[config.mk]
export PLATFORM = sky130hd
export DESIGN_NAME = bx_event_builder
export DESIGN_NICKNAME = d
export VERILOG_FILES = /design/src/rtl/evb_pkg.sv /design/src/rtl/evb_bc_counter.sv /design/src/rtl/evb_trig_edge.sv /design/src/rtl/evb_store.sv /design/src/rtl/bx_event_builder.sv
export SDC_FILE = /design/constraint.sdc
export NUM_CORES = 1
export LEC_CHECK = 0
export BUFFER_PORTS_ARGS = -buffer_cell sky130_fd_sc_hd__buf_4
export CORE_MARGIN = 2
export CORE_UTILIZATION = 56
export DETAILED_ROUTE_END_ITERATION = 8
export GPL_ROUTABILITY_DRIVEN = 0
export PLACE_DENSITY = 0.76
export SLEW_MARGIN = 20
export SYNTH_ARGS = -nofsm -noshare
export SYNTH_HDL_FRONTEND = slang
export SYNTH_HIERARCHICAL = 1
export SYNTH_SLANG_ARGS = --single-unit
[constraint.sdc]
create_clock -name clk -period 4.9 [get_ports clk]
set_input_delay 0.98 -clock clk [delete_from_list [all_inputs] [get_ports clk]]
set_output_delay 0.98 -clock clk [all_outputs]
set_load 0.05 [all_outputs]
[src/rtl/evb_pkg.sv]
package evb_pkg;
  localparam int DEF_CHANNELS = 36;
  localparam int DEF_DEPTH    = 16;
  localparam int DEF_BC_W     = 12;

  function automatic int ptr_width(input int depth);
    return (depth > 1) ? $clog2(depth) : 1;
  endfunction

  function automatic bit is_pow2(input int value);
    return (value > 0) && ((value & (value - 1)) == 0);
  endfunction
endpackage

[src/rtl/evb_bc_counter.sv]
module evb_bc_counter #(
  parameter int BC_W = 12
) (
  input  logic            clk,
  input  logic            rst_n,
  input  logic            acq_en,
  output logic [BC_W-1:0] bcid
);
  // Idle holds zero, so the first active clock carries crossing 0.
  always_ff @(posedge clk or negedge rst_n) begin
    if (!rst_n)       bcid <= '0;
    else if (!acq_en) bcid <= '0;
    else              bcid <= bcid + 1'b1;
  end
endmodule

[src/rtl/evb_trig_edge.sv]
module evb_trig_edge #(
  parameter int CHANNELS = 36
) (
  input  logic                clk,
  input  logic                rst_n,
  input  logic [CHANNELS-1:0] trig,
  input  logic                acq_en,
  input  logic                no_trig,
  input  logic                store_full,
  output logic                capture
);
  logic any_now;
  logic any_prev;

  assign any_now = |trig;

  // Previous-clock activity is tracked regardless of the gates, so a
  // pattern that outlives an inhibit or a full store is not a new rise.
  always_ff @(posedge clk or negedge rst_n) begin
    if (!rst_n) any_prev <= 1'b0;
    else        any_prev <= any_now;
  end

  assign capture = acq_en & ~no_trig & ~store_full & any_now & ~any_prev;
endmodule

[src/rtl/evb_store.sv]
module evb_store #(
  parameter int W     = 48,
  parameter int DEPTH = 16,
  parameter int CNT_W = 5
) (
  input  logic             clk,
  input  logic             rst_n,
  input  logic             wr_en,
  input  logic [W-1:0]     wr_data,
  input  logic             rd_en,
  output logic [W-1:0]     rd_data,
  output logic [CNT_W-1:0] count,
  output logic             full
);
  import evb_pkg::*;
  localparam int AW = ptr_width(DEPTH);
  localparam logic [CNT_W-1:0] DEPTH_C = CNT_W'(DEPTH);

  logic [W-1:0]  mem [DEPTH];
  logic [AW-1:0] wr_ptr, rd_ptr;
  logic [AW-1:0] wr_nxt, rd_nxt;

  generate
    if (is_pow2(DEPTH)) begin : g_wrap_free
      assign wr_nxt = wr_ptr + 1'b1;
      assign rd_nxt = rd_ptr + 1'b1;
    end else begin : g_wrap_cmp
      localparam logic [AW-1:0] LAST = AW'(DEPTH - 1);
      assign wr_nxt = (wr_ptr == LAST) ? '0 : wr_ptr + 1'b1;
      assign rd_nxt = (rd_ptr == LAST) ? '0 : rd_ptr + 1'b1;
    end
  endgenerate

  always_ff @(posedge clk) begin
    if (wr_en) mem[wr_ptr] <= wr_data;
  end

  always_ff @(posedge clk or negedge rst_n) begin
    if (!rst_n) begin
      wr_ptr <= '0;
      rd_ptr <= '0;
      count  <= '0;
    end else begin
      if (wr_en) wr_ptr <= wr_nxt;
      if (rd_en) rd_ptr <= rd_nxt;
      unique case ({wr_en, rd_en})
        2'b10:   count <= count + 1'b1;
        2'b01:   count <= count - 1'b1;
        default: count <= count;
      endcase
    end
  end

  assign rd_data = mem[rd_ptr];
  assign full    = (count == DEPTH_C);
endmodule

[src/rtl/bx_event_builder.sv]
module bx_event_builder #(
  parameter int CHANNELS = evb_pkg::DEF_CHANNELS,
  parameter int DEPTH    = evb_pkg::DEF_DEPTH,
  parameter int BC_W     = evb_pkg::DEF_BC_W,
  localparam int CNT_W   = $clog2(DEPTH + 1)
) (
  input  logic                clk,
  input  logic                rst_n,
  input  logic                acq_en,
  input  logic                no_trig,
  input  logic [CHANNELS-1:0] trig,
  output logic [CNT_W-1:0]    evt_count,
  output logic                ram_full,
  output logic                rd_valid,
  input  logic                rd_ready,
  output logic [BC_W-1:0]     rd_bcid,
  output logic [CHANNELS-1:0] rd_hits
);
  localparam int ENTRY_W = BC_W + CHANNELS;

  logic [BC_W-1:0]    bcid;
  logic               capture;
  logic               pop;
  logic [ENTRY_W-1:0] rd_entry;

  evb_bc_counter #(.BC_W(BC_W)) u_bc (
    .clk    (clk),
    .rst_n  (rst_n),
    .acq_en (acq_en),
    .bcid   (bcid)
  );

  evb_trig_edge #(.CHANNELS(CHANNELS)) u_edge (
    .clk        (clk),
    .rst_n      (rst_n),
    .trig       (trig),
    .acq_en     (acq_en),
    .no_trig    (no_trig),
    .store_full (ram_full),
    .capture    (capture)
  );

  assign rd_valid = (evt_count != '0);
  assign pop      = rd_valid & rd_ready;

  evb_store #(.W(ENTRY_W), .DEPTH(DEPTH), .CNT_W(CNT_W)) u_store (
    .clk     (clk),
    .rst_n   (rst_n),
    .wr_en   (capture),
    .wr_data ({bcid, trig}),
    .rd_en   (pop),
    .rd_data (rd_entry),
    .count   (evt_count),
    .full    (ram_full)
  );

  assign rd_bcid = rd_entry[ENTRY_W-1:CHANNELS];
  assign rd_hits = rd_entry[CHANNELS-1:0];
endmodule

* Word level (Yosys, flattened, before mapping)
Memory sizes are Yosys's and may differ from the RTL's.
Index checks and enable logic that the tools add are counted.
** Storage, ports and cells
- Flip-flop bits (word level) :: 26
- Bits in writable memories :: 768
- Logic and storage cells :: 29
- Output and inout bits :: 55
- Bits of input ports :: 41
- Memories kept :: 1
** Operators by class
- Add/sub/neg operators :: 5
- Reduce and logical (&&, ||, !) cells :: 3
- Bitwise gates (word level) :: 8
- Eq/ne operators :: 3
- Muxes and demuxes :: 4
** Memory list
- u_store.mem :: words 16, bits a word 48, read ports 1, clocked after memory_dff 0, write ports 1, RTL line evb_store.sv:19 : logic [W-1:0] mem [DEPTH];
** Operators with widths (count)
- $reduce_or 36->1 :: 1
- $add 12x1->12 const B :: 1
- $mux 12 :: 1
- $pmux 5 s2 :: 1
- $add 4x1->4 const B :: 2
- $add 5x1->5 const B :: 1
- $and 1x1->1 :: 5
- $eq 5x5->1 const B :: 1
- $reduce_bool 5->1 :: 1
- $sub 5x1->5 const B :: 1
- $not 1->1 :: 3
- $eq 2x1->1 const B :: 1
- $eq 2x2->1 const B :: 1
- $mux 1 :: 2
- $reduce_bool 2->1 :: 1

* Logic depth before layout (Yosys ltp)
- Depth after elaboration :: 7
- Gate-level depth with buffers :: 14
- Depth with buffers taken out :: 12

* Cells and area by module
Netlist, hierarchy kept.
** Modules (own cells, without submodules)
- evb_store :: sequential area each 23387.4 µm², area an instance 29540.8 µm², times used 1, cells each 1268
- evb_bc_counter :: sequential area each 300.3 µm², area an instance 555.5 µm², times used 1, cells each 54
- evb_trig_edge :: sequential area each 25.0 µm², area an instance 127.6 µm², times used 1, cells each 16
- bx_event_builder :: sequential area each 0.0 µm², area an instance 25.0 µm², times used 1, cells each 4

* Worst setup path before layout
No wires, ideal clock.
- Path kind :: reg2reg
- From :: register u_store.count[2]
- To :: memory u_store.mem[6][0], enable pin
- Cell stages (with the launch flop) :: 8
- Library setup time :: 0.513 ns
- Arrival time :: 5.303 ns
- Path slack :: -0.916 ns
- Required time :: 4.387 ns
- Clock period less this slack :: 5.816 ns
- Cells stage by stage :: dfrtp_1 clkbuf_1 nor4_1 and2_1 and4b_1 clkbuf_1 nand2_1 nor3_1
** On the way
- Word-level cells in the longest chain between the ends :: 7
** RTL lines
- from (decl) :: RTL line evb_store.sv:12 : output logic [CNT_W-1:0] count,
- from (signal assigned) :: RTL line evb_store.sv:47 : 2'b10: count <= count + 1'b1;
- from (signal assigned) :: RTL line evb_store.sv:48 : 2'b01: count <= count - 1'b1;
- from (signal assigned) :: RTL line evb_store.sv:49 : default: count <= count;
- $eq 5x5->1 :: RTL line evb_store.sv:55 : assign full = (count == DEPTH_C);
- via ram_full :: RTL line bx_event_builder.sv:13 : output logic ram_full,
- $not 1->1 :: RTL line evb_trig_edge.sv:24 : assign capture = acq_en & ~no_trig & ~store_full & any_now & ~any_prev;
- $and 1x1->1 (3 in series) :: RTL line evb_trig_edge.sv:24
- via capture :: RTL line bx_event_builder.sv:22 : logic capture;
- $mux 1 :: RTL line evb_store.sv:35 : if (wr_en) mem[wr_ptr] <= wr_data;
- $mux 1 (implied by the code) :: RTL line evb_store.sv:35
- to (decl) :: RTL line evb_store.sv:19
The timed path passes the listed nets, and every way through them passes these cells.

* Worst setup path in the final report
- From :: register u_store.rd_ptr[0]
- To :: output port rd_bcid[9]
** On the way
- Word-level cells in the longest chain between the ends :: 1
** RTL lines
- from (decl) :: RTL line evb_store.sv:20 : logic [AW-1:0] wr_ptr, rd_ptr;
- from (signal assigned) :: RTL line evb_store.sv:45 : if (rd_en) rd_ptr <= rd_nxt;
- $mem_v2 16x48
- to (decl) :: RTL line bx_event_builder.sv:16 : output logic [BC_W-1:0] rd_bcid,
No other way between the ends.

==> summary.md <==
| Metric | Value |
|---|---|
| Cell Rows | 85 |
| Final std cells w/o fill | 2226 |
| Status | finished clean |
| Synth Cell Area | 0.0302 sq mm |
| Antenna violations before repair | 0 |
| RSZ-0062 raised after global routing | no |
| Crit-path cells | buf_4 -> mux4_2 -> a22oi_1 -> nand2_1 -> buf_4 |
| Max VDD drop | 0.000440 V |
| DR vias/cell | 6.52 |
| Post-route cell area | 0.0343 sq mm |
| CTS Hold Bufs | 0 |
| Avg Inst Size Synth | 22.5 sq um |
| Final Hold Vio Count | 0 |
| Largest net degree at the start of global routing | 63 |
| CP Launch Type | register |
| Most common cell after layout, fill and taps aside | edfxtp_1 |
| Netlist cell types | 41 |
| Setup Skew | 0.0270 ns |
| CTS H-tree lvls | 3 |
| First-pass detailed-route iteration total | 7 |
| FFs w/ async S/R, synth | 0.0327 |
| Power density over cell area | 575 mW/mm^2 |
| Crit path capture | rd_bcid[9] |
| Initial Util | 0.564 |
| Slowest stage delay, CP | 0.85 ns |
| CP arrival | 3.12 ns |
| Post-route clock period utilization | 0.836 |
| Worst endpoint required time | 3.92 ns |
| Clock transition at path regs | 0.06 ns |
| Worst R2R End | u_store/mem[10][12] |
| Port Buffer Count | 95 |
| WP buf/inv | 2 |
| Routed WL | 65700 um |
| Top Family by Delay on Critical Path | flip-flops |
| Detail Placement HPWL | 30300 um |
| Die ar. | 0.0559 sq mm |
| Core area | 0.0536 sq mm |
| Final setup vio count | 0 |
| Die X | 236 um |
| Critical path origin | u_store/rd_ptr[0] |
| Gr ovfl total | 0 |
| Crit Path Category | register to output port |
| GR Layer Usage met1 | 0.339 |
| Worst skew pair latency | 0.62 ns |
| Worst min-delay path class | input pin to async pin |
| DRC | 0 |
| CP max FO | 29 |
| R2R setup slack | 1.69 ns |
| Max_cap viols | 0 |
| Sequential area share after synthesis | 0.784 |
| 1st-iter DRT viols | 1626 |
| Wirelength per Cell | 29.5 um |
| # nets final | 1519 |
| Peak Freq | 0.244 GHz |
| Synth Flop Type | edfxtp_1 |
| Number of global-route vias before repair | 15300 |
| Layout cells sized above 1 | 0.297 |
| Diode count | 0 |
| Global route hottest layer | met2 |
| Crit end category | output port |
| CTS tree | yes |
| Setup bufs post-CTS | 0 |
| Syn. warnings | 6 |
| Most frequent cells in the layout | 768 x edfxtp_1, 192 x mux4_2, 107 x buf_4 |
| Placed cell areas | 0.0319 sq mm |
| R2R Path Start | u_store/count[2] |
| Layout area overhead | 13.4% |
| Util after Layout | 0.640 |
| CTS max path bufs | 3 |
| Post-route ant nets | 0 |
| Transition time at the pin with the least slew margin | 1.13 ns |
| Final Critical Period | 4.10 ns |
| Slowest cell on crit path | dfrtp_4 |
| Via count | 14500 |
| Synthesized Nets | 1393 |
| CP Depth | 5 |
| DIE HEIGHT | 236 um |
| Slew headroom | 0.243 |
| Final max-slew violation count | 0 |
| Placed Cells | 2085 |
| CTS resizes | 0 |
| EDFF count, synth | 768 |
| Root Driver | clkbuf_16 |
| Global-route wire length before repair | 97800 um |
| Hold WS | 0.267 ns |
| GR Util met3 | 0.0463 |
| Synth Instances | 1342 |
| Leak pwr | 0.0110 uW |
| CP dominant cell by count | buf_4 |
| Design Power | 19700 uW |
| # IOs | 96 |
| Num CTS Buffers | 77 |
| Synth Register Bits | 794 |
| GRT met2 Usage | 0.393 |
| GRT Overall Usage | 0.242 |
| R2r worst-path depth | 6 |
| Clock sink count | 794 |
-- worst reg2reg max path, delay by kind of cell (launching register included) --
kind | cells | cell delay (ns)
buffers and inverters | 1 | 0.75
DFF | 1 | 0.54
and+or+nand+nor | 5 | 1.49
-- logic make-up after synthesis --
family,after synthesis,synth area share
XOR/XNOR,16,0.00463
multiplexers,195,0.144
AO/OA/AOI/OAI,115,0.0274
buffers and inverters,80,0.0136
AND/OR/NAND/NOR,132,0.0223
flip-flops,794,0.784
adder cells (fa/ha/maj),10,0.00414
-- layer usage --
metal,vias up,part of all wire,wire [um]
met1,7726,0.39,25400
met5,-,0,0
met2,758,0.50,33100
met4,0,0.019,1250
met3,91,0.090,5930
li1,5949,-,-
-- cells in the mapped netlist (3+ instances only) --
cell type | number | share of area
clkbuf_1 | 33 | 0.0041
o21ai_0 | 7 | 0.0012
edfxtp_1 | 768 | 0.76
o31ai_1 | 3 | 0.00074
nand2_1 | 60 | 0.0074
and2_1 | 15 | 0.0031
buf_6 | 9 | 0.0034
nand4_1 | 6 | 0.0012
buf_2 | 11 | 0.0018
nand3_1 | 5 | 0.00083
inv_1 | 8 | 0.00099
xor2_1 | 8 | 0.0023
buf_4 | 8 | 0.0020
nor3_1 | 4 | 0.00066
nor2_1 | 13 | 0.0016
or4_1 | 3 | 0.00074
mux4_2 | 192 | 0.14
a21oi_1 | 7 | 0.0012
nor4_1 | 10 | 0.0021
buf_1 | 10 | 0.0012
ha_1 | 10 | 0.0041
a22oi_1 | 96 | 0.024
dfrtp_1 | 26 | 0.022
xnor2_1 | 8 | 0.0023
-- worst min path at each step --
stage,cells past startpoint,slack [ns],to,from
4_1_cts,1,0.27,u_store/count[2],rst_n
3_3_place_gp,1,0.52,u_store/count[4],u_store/count[4]
6_report,1,0.27,u_store/count[2],rst_n
3_5_place_dp,1,0.52,u_store/count[4],u_store/count[4]
5_1_grt,1,0.29,u_store/count[1],rst_n
2_1_floorplan,1,0.49,u_store/rd_ptr[3],u_store/rd_ptr[3]
-- metrics by stage --
step / TNS (ns) / setup WS [ns]
floorplan: -87.95 / -0.916
global placement: 0 / 0.498
CTS: 0 / 0.708
global route: 0 / 0.589
detailed placement: 0 / 0.490
finish: 0 / 0.803
-- layout make-up --
cell class | instances | area, sq um
clock inverters | 50 | 392
inverters | 9 | 33.8
flip-flops and latches | 794 | 23700
multi-input cells | 468 | 6200
repair buffers | 118 | 1020
fillers | 3384 | 19300
well taps | 696 | 871
clock buffers | 91 | 2050
-- power by group --
part / switching [uW] / internal [uW]
registers: 251 / 7470
clock network: 2460 / 3270
logic: 3790 / 2480
total: 6500 / 13200
-- registers in the layout, summed over array words and instances (netlist names) --
register,cells
u_store/rd_ptr,4
u_edge/any_prev,1
u_store/wr_ptr,4
u_bc/bcid,12
u_store/mem,768
u_store/count,5
No activity file was read; power rests on OpenSTA's default activity.
